## src/rtl/dda_pkg.sv

```systemverilog
`timescale 1ns/1ps
// Package dda_pkg
// Shared register addresses, control and status bit positions, and the
// decoded host command type of the integrator.
package dda_pkg;
    localparam int ADR_CTRL   = 'h00;
    localparam int ADR_COEF   = 'h04;
    localparam int ADR_INIT   = 'h08;
    localparam int ADR_RESULT = 'h0C;
    localparam int ADR_STATUS = 'h10;
    localparam int ADR_TARGET = 'h14;

    localparam int CB_RUN   = 0;
    localparam int CB_LOAD  = 1;
    localparam int CB_ACK   = 2;

    localparam int SB_VALID = 0;
    localparam int SB_OVF   = 1;

    typedef struct packed {
        logic run;
        logic load;
        logic ack;
    } host_cmd_t;
endpackage

```

## src/rtl/dda_regs.sv

```systemverilog
`timescale 1ns/1ps
// Module dda_regs
// Host register file. It holds the run bit, coefficient, initial value and
// step target, decodes the load and acknowledge strobes, and muxes read data.
// Assumes one access per cycle on the common clock and fields of at most 32 bits.
module dda_regs
    import dda_pkg::*;
#(
    parameter int ADDR_W = 5,
    parameter int FRAC_W = 16,
    parameter int ACC_W  = 32,
    parameter int STEP_W = 16
) (
    input  logic                     clk,
    input  logic                     rst_n,
    input  logic [ADDR_W-1:0]        addr_i,
    input  logic                     wr_en_i,
    input  logic [31:0]              wdata_i,
    output logic [31:0]              rdata_o,
    input  logic signed [ACC_W-1:0]  integral_i,
    input  logic                     valid_i,
    input  logic                     ovf_i,
    output host_cmd_t                cmd_o,
    output logic [FRAC_W-1:0]        coef_o,
    output logic signed [ACC_W-1:0]  init_o,
    output logic [STEP_W-1:0]        target_o
);
    logic                    run_q;
    logic [FRAC_W-1:0]       coef_q;
    logic signed [ACC_W-1:0] init_q;
    logic [STEP_W-1:0]       target_q;
    logic                    sel_ctrl, sel_coef, sel_init, sel_target;
    logic                    unused_wdata;

    // Address decode for writes.
    always_comb begin
        sel_ctrl   = (addr_i == ADDR_W'(ADR_CTRL));
        sel_coef   = (addr_i == ADDR_W'(ADR_COEF));
        sel_init   = (addr_i == ADDR_W'(ADR_INIT));
        sel_target = (addr_i == ADDR_W'(ADR_TARGET));
    end

    // Write-side storage of host fields.
    always_ff @(posedge clk) begin
        if (!rst_n) begin
            run_q    <= 1'b0;
            coef_q   <= '0;
            init_q   <= '0;
            target_q <= '0;
        end else if (wr_en_i) begin
            if (sel_ctrl)   run_q    <= wdata_i[CB_RUN];
            if (sel_coef)   coef_q   <= wdata_i[FRAC_W-1:0];
            if (sel_init)   init_q   <= wdata_i[ACC_W-1:0];
            if (sel_target) target_q <= wdata_i[STEP_W-1:0];
        end
    end

    // Self-clearing strobes: valid only in the cycle of the write.
    always_comb begin
        cmd_o.run  = run_q;
        cmd_o.load = wr_en_i && sel_ctrl && wdata_i[CB_LOAD];
        cmd_o.ack  = wr_en_i && sel_ctrl && wdata_i[CB_ACK];
    end

    assign coef_o   = coef_q;
    assign init_o   = init_q;
    assign target_o = target_q;
    assign unused_wdata = ^wdata_i;

    // Read mux over the full address.
    always_comb begin
        rdata_o = '0;
        if (addr_i == ADDR_W'(ADR_CTRL))        rdata_o[CB_RUN] = run_q;
        else if (addr_i == ADDR_W'(ADR_COEF))   rdata_o = 32'(coef_q);
        else if (addr_i == ADDR_W'(ADR_INIT))   rdata_o = 32'(init_q);
        else if (addr_i == ADDR_W'(ADR_RESULT)) rdata_o = 32'(integral_i);
        else if (addr_i == ADDR_W'(ADR_STATUS)) begin
            rdata_o[SB_VALID] = valid_i;
            rdata_o[SB_OVF]   = ovf_i;
        end
        else if (addr_i == ADDR_W'(ADR_TARGET)) rdata_o = 32'(target_q);
    end

    // a coefficient write is what the datapath sees on the next cycle.
    a_r9_coef_write: assert property (@(posedge clk) disable iff (!rst_n)
        (wr_en_i && sel_coef) |=> (coef_o == $past(wdata_i[FRAC_W-1:0])));

    // the run bit follows a control write.
    a_r9_run_write: assert property (@(posedge clk) disable iff (!rst_n)
        (wr_en_i && sel_ctrl) |=> (cmd_o.run == $past(wdata_i[CB_RUN])));
endmodule

```

## src/rtl/dda_core.sv

```systemverilog
`timescale 1ns/1ps
// Module dda_core
// Fixed-point integration datapath: integral I (signed, ACC_W bits) plus
// residue F (unsigned, FRAC_W bits). Each step adds K*S exactly, saturates
// I at its limits and emits a pulse when I changes.
// Assumes ACC_W > SAMPLE_W + 1 and ACC_W <= 32.
module dda_core #(
    parameter int SAMPLE_W = 16,
    parameter int FRAC_W   = 16,
    parameter int ACC_W    = 32
) (
    input  logic                       clk,
    input  logic                       rst_n,
    input  logic                       step_i,
    input  logic                       load_i,
    input  logic [FRAC_W-1:0]          coef_i,
    input  logic signed [SAMPLE_W-1:0] sample_i,
    input  logic signed [ACC_W-1:0]    init_i,
    output logic signed [ACC_W-1:0]    integral_o,
    output logic                       ovf_o,
    output logic                       pulse_o,
    output logic                       pulse_dn_o
);
    localparam int PW = SAMPLE_W + FRAC_W + 1;
    localparam int SW = PW + 1;
    localparam int DW = SW - FRAC_W;
    localparam int TW = ACC_W + DW + 1;
    localparam logic signed [ACC_W-1:0] I_MAX = {1'b0, {(ACC_W-1){1'b1}}};
    localparam logic signed [ACC_W-1:0] I_MIN = {1'b1, {(ACC_W-1){1'b0}}};
    localparam logic signed [TW-1:0]    T_MAX = TW'(I_MAX);
    localparam logic signed [TW-1:0]    T_MIN = TW'(I_MIN);

    logic signed [ACC_W-1:0] int_q, int_nxt;
    logic [FRAC_W-1:0]       res_q, res_nxt;
    logic                    ovf_q, pulse_q, dn_q;
    logic signed [PW-1:0]    prod;
    logic signed [SW-1:0]    sum;
    logic signed [DW-1:0]    carry;
    logic signed [TW-1:0]    trial;
    logic                    sat_hi, sat_lo;

    // Exact product, residue add, and split into carry and new residue.
    always_comb begin
        prod  = sample_i * $signed({1'b0, coef_i});
        sum   = SW'(prod) + $signed({{(SW-FRAC_W){1'b0}}, res_q});
        carry = DW'(sum >>> FRAC_W);
        trial = TW'(int_q) + TW'(carry);
    end

    // Saturation of the integer part; residue frozen while clamped.
    always_comb begin
        sat_hi = (trial > T_MAX);
        sat_lo = (trial < T_MIN);
        if (sat_hi) begin
            int_nxt = I_MAX;
            res_nxt = res_q;
        end else if (sat_lo) begin
            int_nxt = I_MIN;
            res_nxt = res_q;
        end else begin
            int_nxt = ACC_W'(trial);
            res_nxt = sum[FRAC_W-1:0];
        end
    end

    // State update: load first, then step, else hold.
    always_ff @(posedge clk) begin
        if (!rst_n) begin
            int_q   <= '0;
            res_q   <= '0;
            ovf_q   <= 1'b0;
            pulse_q <= 1'b0;
            dn_q    <= 1'b0;
        end else if (load_i) begin
            int_q   <= init_i;
            res_q   <= '0;
            ovf_q   <= 1'b0;
            pulse_q <= 1'b0;
            dn_q    <= 1'b0;
        end else if (step_i) begin
            int_q   <= int_nxt;
            res_q   <= res_nxt;
            ovf_q   <= ovf_q | sat_hi | sat_lo;
            pulse_q <= (int_nxt != int_q);
            dn_q    <= (int_nxt < int_q);
        end else begin
            pulse_q <= 1'b0;
            dn_q    <= 1'b0;
        end
    end

    assign integral_o = int_q;
    assign ovf_o      = ovf_q;
    assign pulse_o    = pulse_q;
    assign pulse_dn_o = dn_q;

    // a load installs the initial value with an empty residue and no pulse.
    a_r3_load_installs: assert property (@(posedge clk) disable iff (!rst_n)
        load_i |=> (int_q == $past(init_i) && res_q == '0 && !pulse_q));

    // without a step or load the state is frozen and no pulse appears.
    a_r4_idle_holds: assert property (@(posedge clk) disable iff (!rst_n)
        (!step_i && !load_i) |=> ($stable(int_q) && $stable(res_q) && !pulse_q));

    // a pulse always comes with a change of the integral.
    a_r5_pulse_means_change: assert property (@(posedge clk) disable iff (!rst_n)
        pulse_q |-> (int_q != $past(int_q)));

    // a down pulse marks a decrease.
    a_r5_down_is_decrease: assert property (@(posedge clk) disable iff (!rst_n)
        dn_q |-> (pulse_q && int_q < $past(int_q)));

    // the overflow flag is sticky until a load.
    a_r6_ovf_sticky: assert property (@(posedge clk) disable iff (!rst_n)
        (ovf_q && !load_i) |=> ovf_q);
endmodule

```

## src/rtl/dda_step_ctr.sv

```systemverilog
`timescale 1ns/1ps
// Module dda_step_ctr
// Counts integration steps and raises a sticky valid flag each time the
// count reaches a nonzero target, restarting the count. Assumes the target
// is stable while counting; a target of 0 disables the flag.
module dda_step_ctr #(
    parameter int STEP_W = 16
) (
    input  logic              clk,
    input  logic              rst_n,
    input  logic              step_i,
    input  logic              load_i,
    input  logic              ack_i,
    input  logic [STEP_W-1:0] target_i,
    output logic              valid_o
);
    logic [STEP_W-1:0] cnt_q, cnt_inc;
    logic              valid_q, hit;

    // Target comparison on the incremented count.
    always_comb begin
        cnt_inc = cnt_q + STEP_W'(1);
        hit     = step_i && !load_i && (target_i != '0) && (cnt_inc == target_i);
    end

    // Step count: cleared by load, restarted by a hit.
    always_ff @(posedge clk) begin
        if (!rst_n || load_i) cnt_q <= '0;
        else if (hit)         cnt_q <= '0;
        else if (step_i)      cnt_q <= cnt_inc;
    end

    // Valid flag: a hit wins over an acknowledge at the same edge.
    always_ff @(posedge clk) begin
        if (!rst_n || load_i) valid_q <= 1'b0;
        else if (hit)         valid_q <= 1'b1;
        else if (ack_i)       valid_q <= 1'b0;
    end

    assign valid_o = valid_q;

    // the flag stays up until acknowledged or reloaded.
    a_r7_valid_sticky: assert property (@(posedge clk) disable iff (!rst_n)
        (valid_q && !ack_i && !load_i) |=> valid_q);

    // an acknowledge without a step always clears the flag.
    a_r8_ack_clears: assert property (@(posedge clk) disable iff (!rst_n)
        (ack_i && !step_i) |=> !valid_q);
endmodule

```

## src/rtl/dda_integrator.sv

```systemverilog
`timescale 1ns/1ps
// Module dda_integrator
// Top of the scaled integrator: register file, integration datapath and
// step counter on one clock. Assumes ACC_W <= 32 and ACC_W > SAMPLE_W + 1.
module dda_integrator
    import dda_pkg::*;
#(
    parameter int SAMPLE_W = 16,
    parameter int FRAC_W   = 16,
    parameter int ACC_W    = 32,
    parameter int STEP_W   = 16,
    parameter int ADDR_W   = 5
) (
    input  logic                       clk,
    input  logic                       rst_n,
    input  logic signed [SAMPLE_W-1:0] sample_i,
    input  logic [ADDR_W-1:0]          reg_addr,
    input  logic                       reg_wr_en,
    input  logic [31:0]                reg_wdata,
    output logic [31:0]                reg_rdata,
    output logic                       pulse_o,
    output logic                       pulse_dn_o,
    output logic                       irq_o
);
    host_cmd_t               cmd;
    logic [FRAC_W-1:0]       coef;
    logic signed [ACC_W-1:0] init_val, integral;
    logic [STEP_W-1:0]       target;
    logic                    valid, ovf, step;

    // A step happens on every enabled cycle that is not a load.
    assign step  = cmd.run && !cmd.load;
    assign irq_o = valid;

    dda_regs #(
        .ADDR_W (ADDR_W),
        .FRAC_W (FRAC_W),
        .ACC_W  (ACC_W),
        .STEP_W (STEP_W)
    ) u_regs (
        .clk        (clk),
        .rst_n      (rst_n),
        .addr_i     (reg_addr),
        .wr_en_i    (reg_wr_en),
        .wdata_i    (reg_wdata),
        .rdata_o    (reg_rdata),
        .integral_i (integral),
        .valid_i    (valid),
        .ovf_i      (ovf),
        .cmd_o      (cmd),
        .coef_o     (coef),
        .init_o     (init_val),
        .target_o   (target)
    );

    dda_core #(
        .SAMPLE_W (SAMPLE_W),
        .FRAC_W   (FRAC_W),
        .ACC_W    (ACC_W)
    ) u_core (
        .clk        (clk),
        .rst_n      (rst_n),
        .step_i     (step),
        .load_i     (cmd.load),
        .coef_i     (coef),
        .sample_i   (sample_i),
        .init_i     (init_val),
        .integral_o (integral),
        .ovf_o      (ovf),
        .pulse_o    (pulse_o),
        .pulse_dn_o (pulse_dn_o)
    );

    dda_step_ctr #(
        .STEP_W (STEP_W)
    ) u_steps (
        .clk      (clk),
        .rst_n    (rst_n),
        .step_i   (step),
        .load_i   (cmd.load),
        .ack_i    (cmd.ack),
        .target_i (target),
        .valid_o  (valid)
    );

    // nothing is signalled in the cycle after reset.
    a_r1_quiet_after_reset: assert property (@(posedge clk)
        !rst_n |=> (!pulse_o && !pulse_dn_o && !irq_o));
endmodule

```

## config.mk

```make
export PLATFORM = sky130hd
export DESIGN_NAME = dda_integrator
export DESIGN_NICKNAME = d
export VERILOG_FILES = /design/src/rtl/dda_pkg.sv /design/src/rtl/dda_regs.sv /design/src/rtl/dda_core.sv /design/src/rtl/dda_step_ctr.sv /design/src/rtl/dda_integrator.sv
export SDC_FILE = /design/constraint.sdc
export NUM_CORES = 1
export LEC_CHECK = 0
export BUFFER_PORTS_ARGS = -buffer_cell sky130_fd_sc_hd__buf_2
export CORE_UTILIZATION = 52
export CTS_CLUSTER_SIZE = 20
export DETAILED_ROUTE_END_ITERATION = 7
export PLACE_DENSITY = 0.69
export SLEW_MARGIN = 20
export SYNTH_ARGS = -nofsm -noshare
export SYNTH_HDL_FRONTEND = slang
export SYNTH_HIERARCHICAL = 1
export SYNTH_SLANG_ARGS = --single-unit
```

## constraint.sdc

```tcl
create_clock -name clk -period 13.3 [get_ports clk]
set_clock_uncertainty 0.2 [all_clocks]
set_input_delay 0.665 -clock clk [delete_from_list [all_inputs] [get_ports clk]]
set_output_delay 0.665 -clock clk [all_outputs]
set_load 0.005 [all_outputs]
```

-- After elaboration in Yosys (flattened, before gate mapping)
Index checks and enable logic that the tools add are counted.
- flip-flop bits (word level): 133
- input bits: 56
- output and inout port bits: 35
- word-level logic and storage cells: 67
- $add $sub $neg: 3
- $mul: 1
- order comparisons: 3
- equal/unequal tests: 7
- mux-type cells: 14
- bitwise logic cells: 6
- reductions and logical operators: 22
- operators by type and width (operator ; number):
    32-bit two-way mux ; 7
    51-bit by 32-bit greater-than comparator with 1-bit output (second input constant) ; 1
    51-bit by 32-bit < comparator with 1-bit output (second input constant) ; 1
    33-bit by 17-bit adder with 34-bit output ; 1
    32-bit by 18-bit adder with 33-bit output ; 1
    16-bit by 17-bit multiplier with 33-bit output ; 1
    32-bit < comparator ; 1
    32-bit != test ; 1
    31-bit two-way mux ; 1
    30-bit two-way mux ; 1
    16-bit by 1-bit adder with 16-bit output (second input constant) ; 1
    16-bit equality test ; 1
    16-bit two-way mux ; 1
    16-bit nonzero test ; 1
    5-bit by 4-bit equality test with 1-bit output (second input constant) ; 2
    5-bit equality test (second input constant) ; 2
    2-bit AND reduction ; 4
    1-bit logical AND ; 7
    5-bit by 3-bit equality test with 1-bit output (second input constant) ; 1
    5-bit zero test ; 1
    1-bit NOT ; 4
    2-bit nonzero test ; 2
    2-bit OR reduction ; 2
    1-bit two-way mux ; 3
    6 further kinds ; 8

-- Logic depth before layout (Yosys ltp)
- word-level depth: 9
- depth in mapped cells: 47
- mapped depth without buffers: 43

-- Cells and area by module
The synthesis kept the hierarchy.
- modules (own cells, without submodules) (module ; instances ; cells each ; area each (um2) ; seq. area each (um2)):
    dda_core ; 1 ; 1715 ; 14445.1 ; 1021.0
    dda_regs ; 1 ; 455 ; 3558.4 ; 1301.2
    dda_step_ctr ; 1 ; 169 ; 1417.6 ; 340.3
    dda_integrator ; 1 ; 1 ; 13.8 ; 0.0

-- Least setup slack after synthesis
OpenSTA, ideal clock, no wires.
- kind: in2reg
- from: input port sample_i[9]
- to: register u_core.dn_q (netlist: u_core/pulse_dn_o)
- library setup time: 0.059 ns
- arrival time: 10.522 ns
- required time: 13.041 ns
- setup slack: 2.518 ns
- cell stages on the path: 42
- buffers on the path: 4
- path through: clkbuf_1 -> nand2_1 -> fa_1 -> inv_1 -> fa_1 -> fa_1 -> fa_1 -> fa_1 -> inv_1 -> fa_1 -> inv_1 -> ha_1 -> a2111oi_0 -> a32oi_1 -> nand2_1 -> a31o_2 -> a21oi_1 -> a211o_1 -> [... 6 more ...] -> a22oi_1 -> and2_1 -> o21a_1 -> o22ai_4 -> buf_6 -> nand2_2 -> buf_2 -> a21oi_1 -> ha_1 -> nor2b_1 -> o21a_1 -> o21a_1 -> o21a_1 -> o21a_1 -> o211ai_1 -> a21boi_0 -> or4_1 -> nand2_1
- word-level cells in the longest chain between the ends: 7
- elaborated cells on any way between the ends: 8
- those cells by class: add/sub: 2; mul: 1; order compare: 3; mux: 2
- RTL lines (what ; line ; text):
    start, declared ; dda_integrator.sv:16 ; input logic signed [SAMPLE_W-1:0] sample_i,
    16-bit by 17-bit multiplier with 33-bit output (*) ; dda_core.sv:44 ; prod = sample_i * $signed({1'b0, coef_i});
    33-bit by 17-bit adder with 34-bit output (*) ; dda_core.sv:45 ; sum = SW'(prod) + $signed({{(SW-FRAC_W){1'b0}}, res_q});
    32-bit by 18-bit adder with 33-bit output (*) ; dda_core.sv:47 ; trial = TW'(int_q) + TW'(carry);
    51-bit by 32-bit < comparator with 1-bit output ; dda_core.sv:53 ; sat_lo = (trial < T_MIN);
    32-bit two-way mux ; dda_core.sv:57 ; end else if (sat_lo) begin
    32-bit two-way mux (*) ; dda_core.sv:54 ; if (sat_hi) begin
    32-bit < comparator (*) ; dda_core.sv:85 ; dn_q <= (int_nxt < int_q);
    end signal, assigned ; dda_core.sv:85 ;
    end, declared ; dda_core.sv:35 ; logic ovf_q, pulse_q, dn_q;
Mark *: on every way between the ends. The rest lies on a longest branch, timed or not.
A chain may end at the register's enable or synchronous reset.

-- Worst setup path in the final report
- from: register u_regs.coef_q[4] (netlist: u_regs/coef_o[4])
- to: register u_core.dn_q (netlist: u_core/pulse_dn_o)
- word-level cells in the longest chain between the ends: 7
- elaborated cells on any way between the ends: 8
- those cells by class: add/sub: 2; mul: 1; order compare: 3; mux: 2
- RTL lines (what ; line ; text):
    start, declared ; dda_regs.sv:29 ; logic [FRAC_W-1:0] coef_q;
    start signal, assigned ; dda_regs.sv:52 ; if (sel_coef) coef_q <= wdata_i[FRAC_W-1:0];
    16-bit by 17-bit multiplier with 33-bit output (*) ; dda_core.sv:44 ;
    33-bit by 17-bit adder with 34-bit output (*) ; dda_core.sv:45 ;
    32-bit by 18-bit adder with 33-bit output (*) ; dda_core.sv:47 ;
    51-bit by 32-bit < comparator with 1-bit output ; dda_core.sv:53 ;
    32-bit two-way mux ; dda_core.sv:57 ;
    32-bit two-way mux (*) ; dda_core.sv:54 ;
    32-bit < comparator (*) ; dda_core.sv:85 ;
Marked as above.

==> impl_metrics.env <==
export IMPL_status="finished clean"
export IMPL_post_cts_buffers=0
export IMPL_p_leak_nw=9.24
export IMPL_r2r_slack_ns=1.36
export IMPL_drc_errors=0
export IMPL_fin_crit_ns=11.94
export IMPL_final_area_um2=20500
export IMPL_initial_core_util_pct=53.0
export IMPL_synthesis_nets=2805
export IMPL_worstMarginPinSlew_ns=1.04
export IMPL_port_buffers=90
export IMPL_die_w_um=195
export IMPL_final_max_slew_viol_count=0
export IMPL_ir_drop_mv=0.0933
export IMPL_antenna_found_initial=0
export IMPL_seq_area_frac_synth_pct=13.7
export IMPL_power_density_nw_per_um2=55.9
export IMPL_synth_top_area_share_pct=21.7
export IMPL_worstPathArrival_ns=12.13
export IMPL_nFillCells=3436
export IMPL_dr_pass1_iters=5
export IMPL_cts_repair_resized=0
export IMPL_yosysWarnings=6
export IMPL_grt_usage_pct=30.5
export IMPL_maxCapViolCount=0
export IMPL_post_route_period_util_pct=89.8
export IMPL_grt_pass1_wl_mm=92.3
export IMPL_worstSetupPathType="register to register"
export IMPL_area_growth_pct=5.35
export IMPL_r2r_end="u_core/pulse_dn_o"
export IMPL_avgViaCountPerCell=6.11
export IMPL_syn_area_per_cell_um2=8.31
export IMPL_yosysUniqueCellTypes=95
export IMPL_ys_flop_type="dfxtp_1"
export IMPL_cp_common_cell="fa_1"
export IMPL_max_freq_mhz=83.7
export IMPL_grt_overflow_total=0
export IMPL_routabilityCongestion=0.938
export IMPL_min_path_type="input pin to register"
export IMPL_cts_sinks=133
export IMPL_worstPathRequired_ns=13.49
export IMPL_drive_gt1_share_pct=8.68
export IMPL_hold_buffers=0
export IMPL_rsz0062_at_grt="no"
export IMPL_cts_buffers=17
export IMPL_rr_startpoint="u_regs/coef_o[4]"
export IMPL_cts_tree="done"
export IMPL_synth_edf_count=0
export IMPL_antennaDiodeCount=0
export IMPL_crit_end="u_core/pulse_dn_o"
export IMPL_cts_root_buf="clkbuf_16"
export IMPL_setup_viol=0
export IMPL_h_tree_depth=4
export IMPL_dpl_cell_area_um2=19900
export IMPL_num_rows=70
export IMPL_yosysTopAreaCell="fa_1"
export IMPL_synthArstFlopShare_pct=0
export IMPL_hold_violations=0
export IMPL_cp_max_fo=28
export IMPL_grt_max_degree=66
export IMPL_dieArea_um2=38200
export IMPL_hpwl_mm=43.7
export IMPL_fin_nets=2790
export IMPL_clk_pin_slew_ns=0.07
export IMPL_slowest_stage="dfxtp_1"
export IMPL_ios=91
export IMPL_coreArea_um2=36700
export IMPL_grt_pass1_vias=17000
export IMPL_finalWirelength_mm=57.1
export IMPL_antenna_left=0
export IMPL_clock_latency_ns=0.44
export IMPL_synth_seq_cells=133
export IMPL_synth_area_leaders="fa_1 (22%), dfxtp_1 (14%), ha_1 (13%), inv_1 (6.0%), a21oi_1 (5.1%)"
export IMPL_synth_most_common_cell="inv_1"
export IMPL_slew_headroom_pct=30.9
export IMPL_drt_wirelength_per_cell_um=20.4
export IMPL_vias=17100
export IMPL_crit_start="u_regs/coef_o[4]"
export IMPL_synth_cells=2340
export IMPL_drt_initial_drc_count=1653
export IMPL_timing_setup_tns_ns=0
export IMPL_start_kind="register"
export IMPL_synthTopCellsByCount="inv_1 (311), fa_1 (211), a21oi_1 (199)"
export IMPL_ff2ff_path_depth=38
export IMPL_synthesis_area_um2=19400
export IMPL_die_y_um=195
export IMPL_cts_path_max_buffers=2
export IMPL_slowest_delay_ns=0.93
export IMPL_end_kind="register"
==> how the worst min path moves through the flow <==
stage,startpoint,endpoint,slack (ns),cells after the start
6_report,reg_wdata[31],u_regs/init_o[31],0.28,3
5_1_grt,reg_wdata[30],u_regs/init_o[30],0.28,3
4_1_cts,reg_wdata[31],u_regs/init_o[31],0.26,3
3_5_place_dp,u_core/res_q[0],u_core/res_q[0],0.28,2
3_3_place_gp,u_core/res_q[0],u_core/res_q[0],0.27,2
2_1_floorplan,u_core/ovf_o,u_core/ovf_o,0.23,2
==> placed cells by master (no fill, tap or decap), types with 19 or more instances in the layout <==
cell type	netlist	final
a21o_1	36	36
nor2_1	53	53
nand4_1	40	40
nand3_1	119	119
nand2_1	181	181
a31oi_1	22	22
buf_2	27	90
buf_4	11	19
inv_1	311	310
o21a_1	19	19
xor2_1	24	24
fa_1	211	211
nor2b_1	24	23
a21oi_1	199	199
and2_1	131	131
nor3_1	30	30
dfxtp_1	133	133
xnor2_1	65	65
ha_1	198	198
o21ai_0	143	143
==> layer usage <==
layer / routed length [um] / GRT usage, %
met5: 0 / 0
met4: 1200 / 7.76
met2: 26600 / 49.1
met1: 25500 / 43.6
met3: 3800 / 3.23
==> final cells by class <==
cell class / instances / area [um^2] / area share (%)
timing repair buffer: 109 / 593 / 2.90
inverter: 313 / 1180 / 5.74
sequential: 133 / 2660 / 13.0
clock inverter: 14 / 115 / 0.562
clock buffer: 18 / 439 / 2.14
multi-input combinational: 1751 / 14900 / 72.8
tap: 468 / 586 / 2.86
==> flip-flops by register name (all words and copies together) (netlist names) <==
signal             cells
u_regs/target_o       16
u_core/integral_o     32
u_core/ovf_o           1
u_regs/coef_o         16
u_core/res_q          16
u_regs/init_o         32
u_core/pulse_o         1
u_steps/cnt_q         16
u_regs/run_q           1
u_core/pulse_dn_o      1
u_steps/valid_o        1
==> power by group <==
part	switching (mW)	total (mW)	leakage (nW)	internal, mW
Combinational	0.178	0.276	7.90	0.0977
Clock	0.213	0.461	0.264	0.248
Sequential	0.00565	0.407	1.07	0.401
Total	0.397	1.14	9.24	0.747
==> kinds of logic (layout without fill, tap and decap cells) <==
kind of cell | after synthesis | after routing | share of synthesized area, %
adder cells (fa/ha/maj) | 411 | 411 | 34.6
AO/OA/AOI/OAI | 580 | 580 | 19.2
XOR/XNOR | 91 | 91 | 4.18
buffers and inverters | 456 | 454 | 9.66
AND/OR/NAND/NOR | 663 | 663 | 18.4
flip-flops | 133 | 133 | 13.7
multiplexers | 6 | 6 | 0.322
==> worst max-delay path: cells and delay by family, from the launching register on <==
family | cells | cell delay, ns
simple gates | 12 | 2.61
compound gates | 14 | 3.78
fa+ha+maj | 9 | 4.19
buf+inv | 3 | 0.15
flops | 1 | 0.93
==> stage by stage <==
step / total power, mW / std cells / hold slack [ns] / util, % / worst slack [ns]
after floorplan: 0.608 / 2340 / 0.230 / - / 2.52
after global placement: 0.682 / 2774 / 0.267 / 54.3 / 1.72
after global routing: 1.19 / 2806 / 0.276 / 55.8 / 0.528
after CTS: 1.15 / 2806 / 0.263 / 55.8 / 1.45
final: 1.14 / 2806 / 0.277 / 55.8 / 1.36
after detailed placement: 0.684 / 2774 / 0.275 / 54.3 / 1.45
No activity file was read; power rests on OpenSTA's default activity.
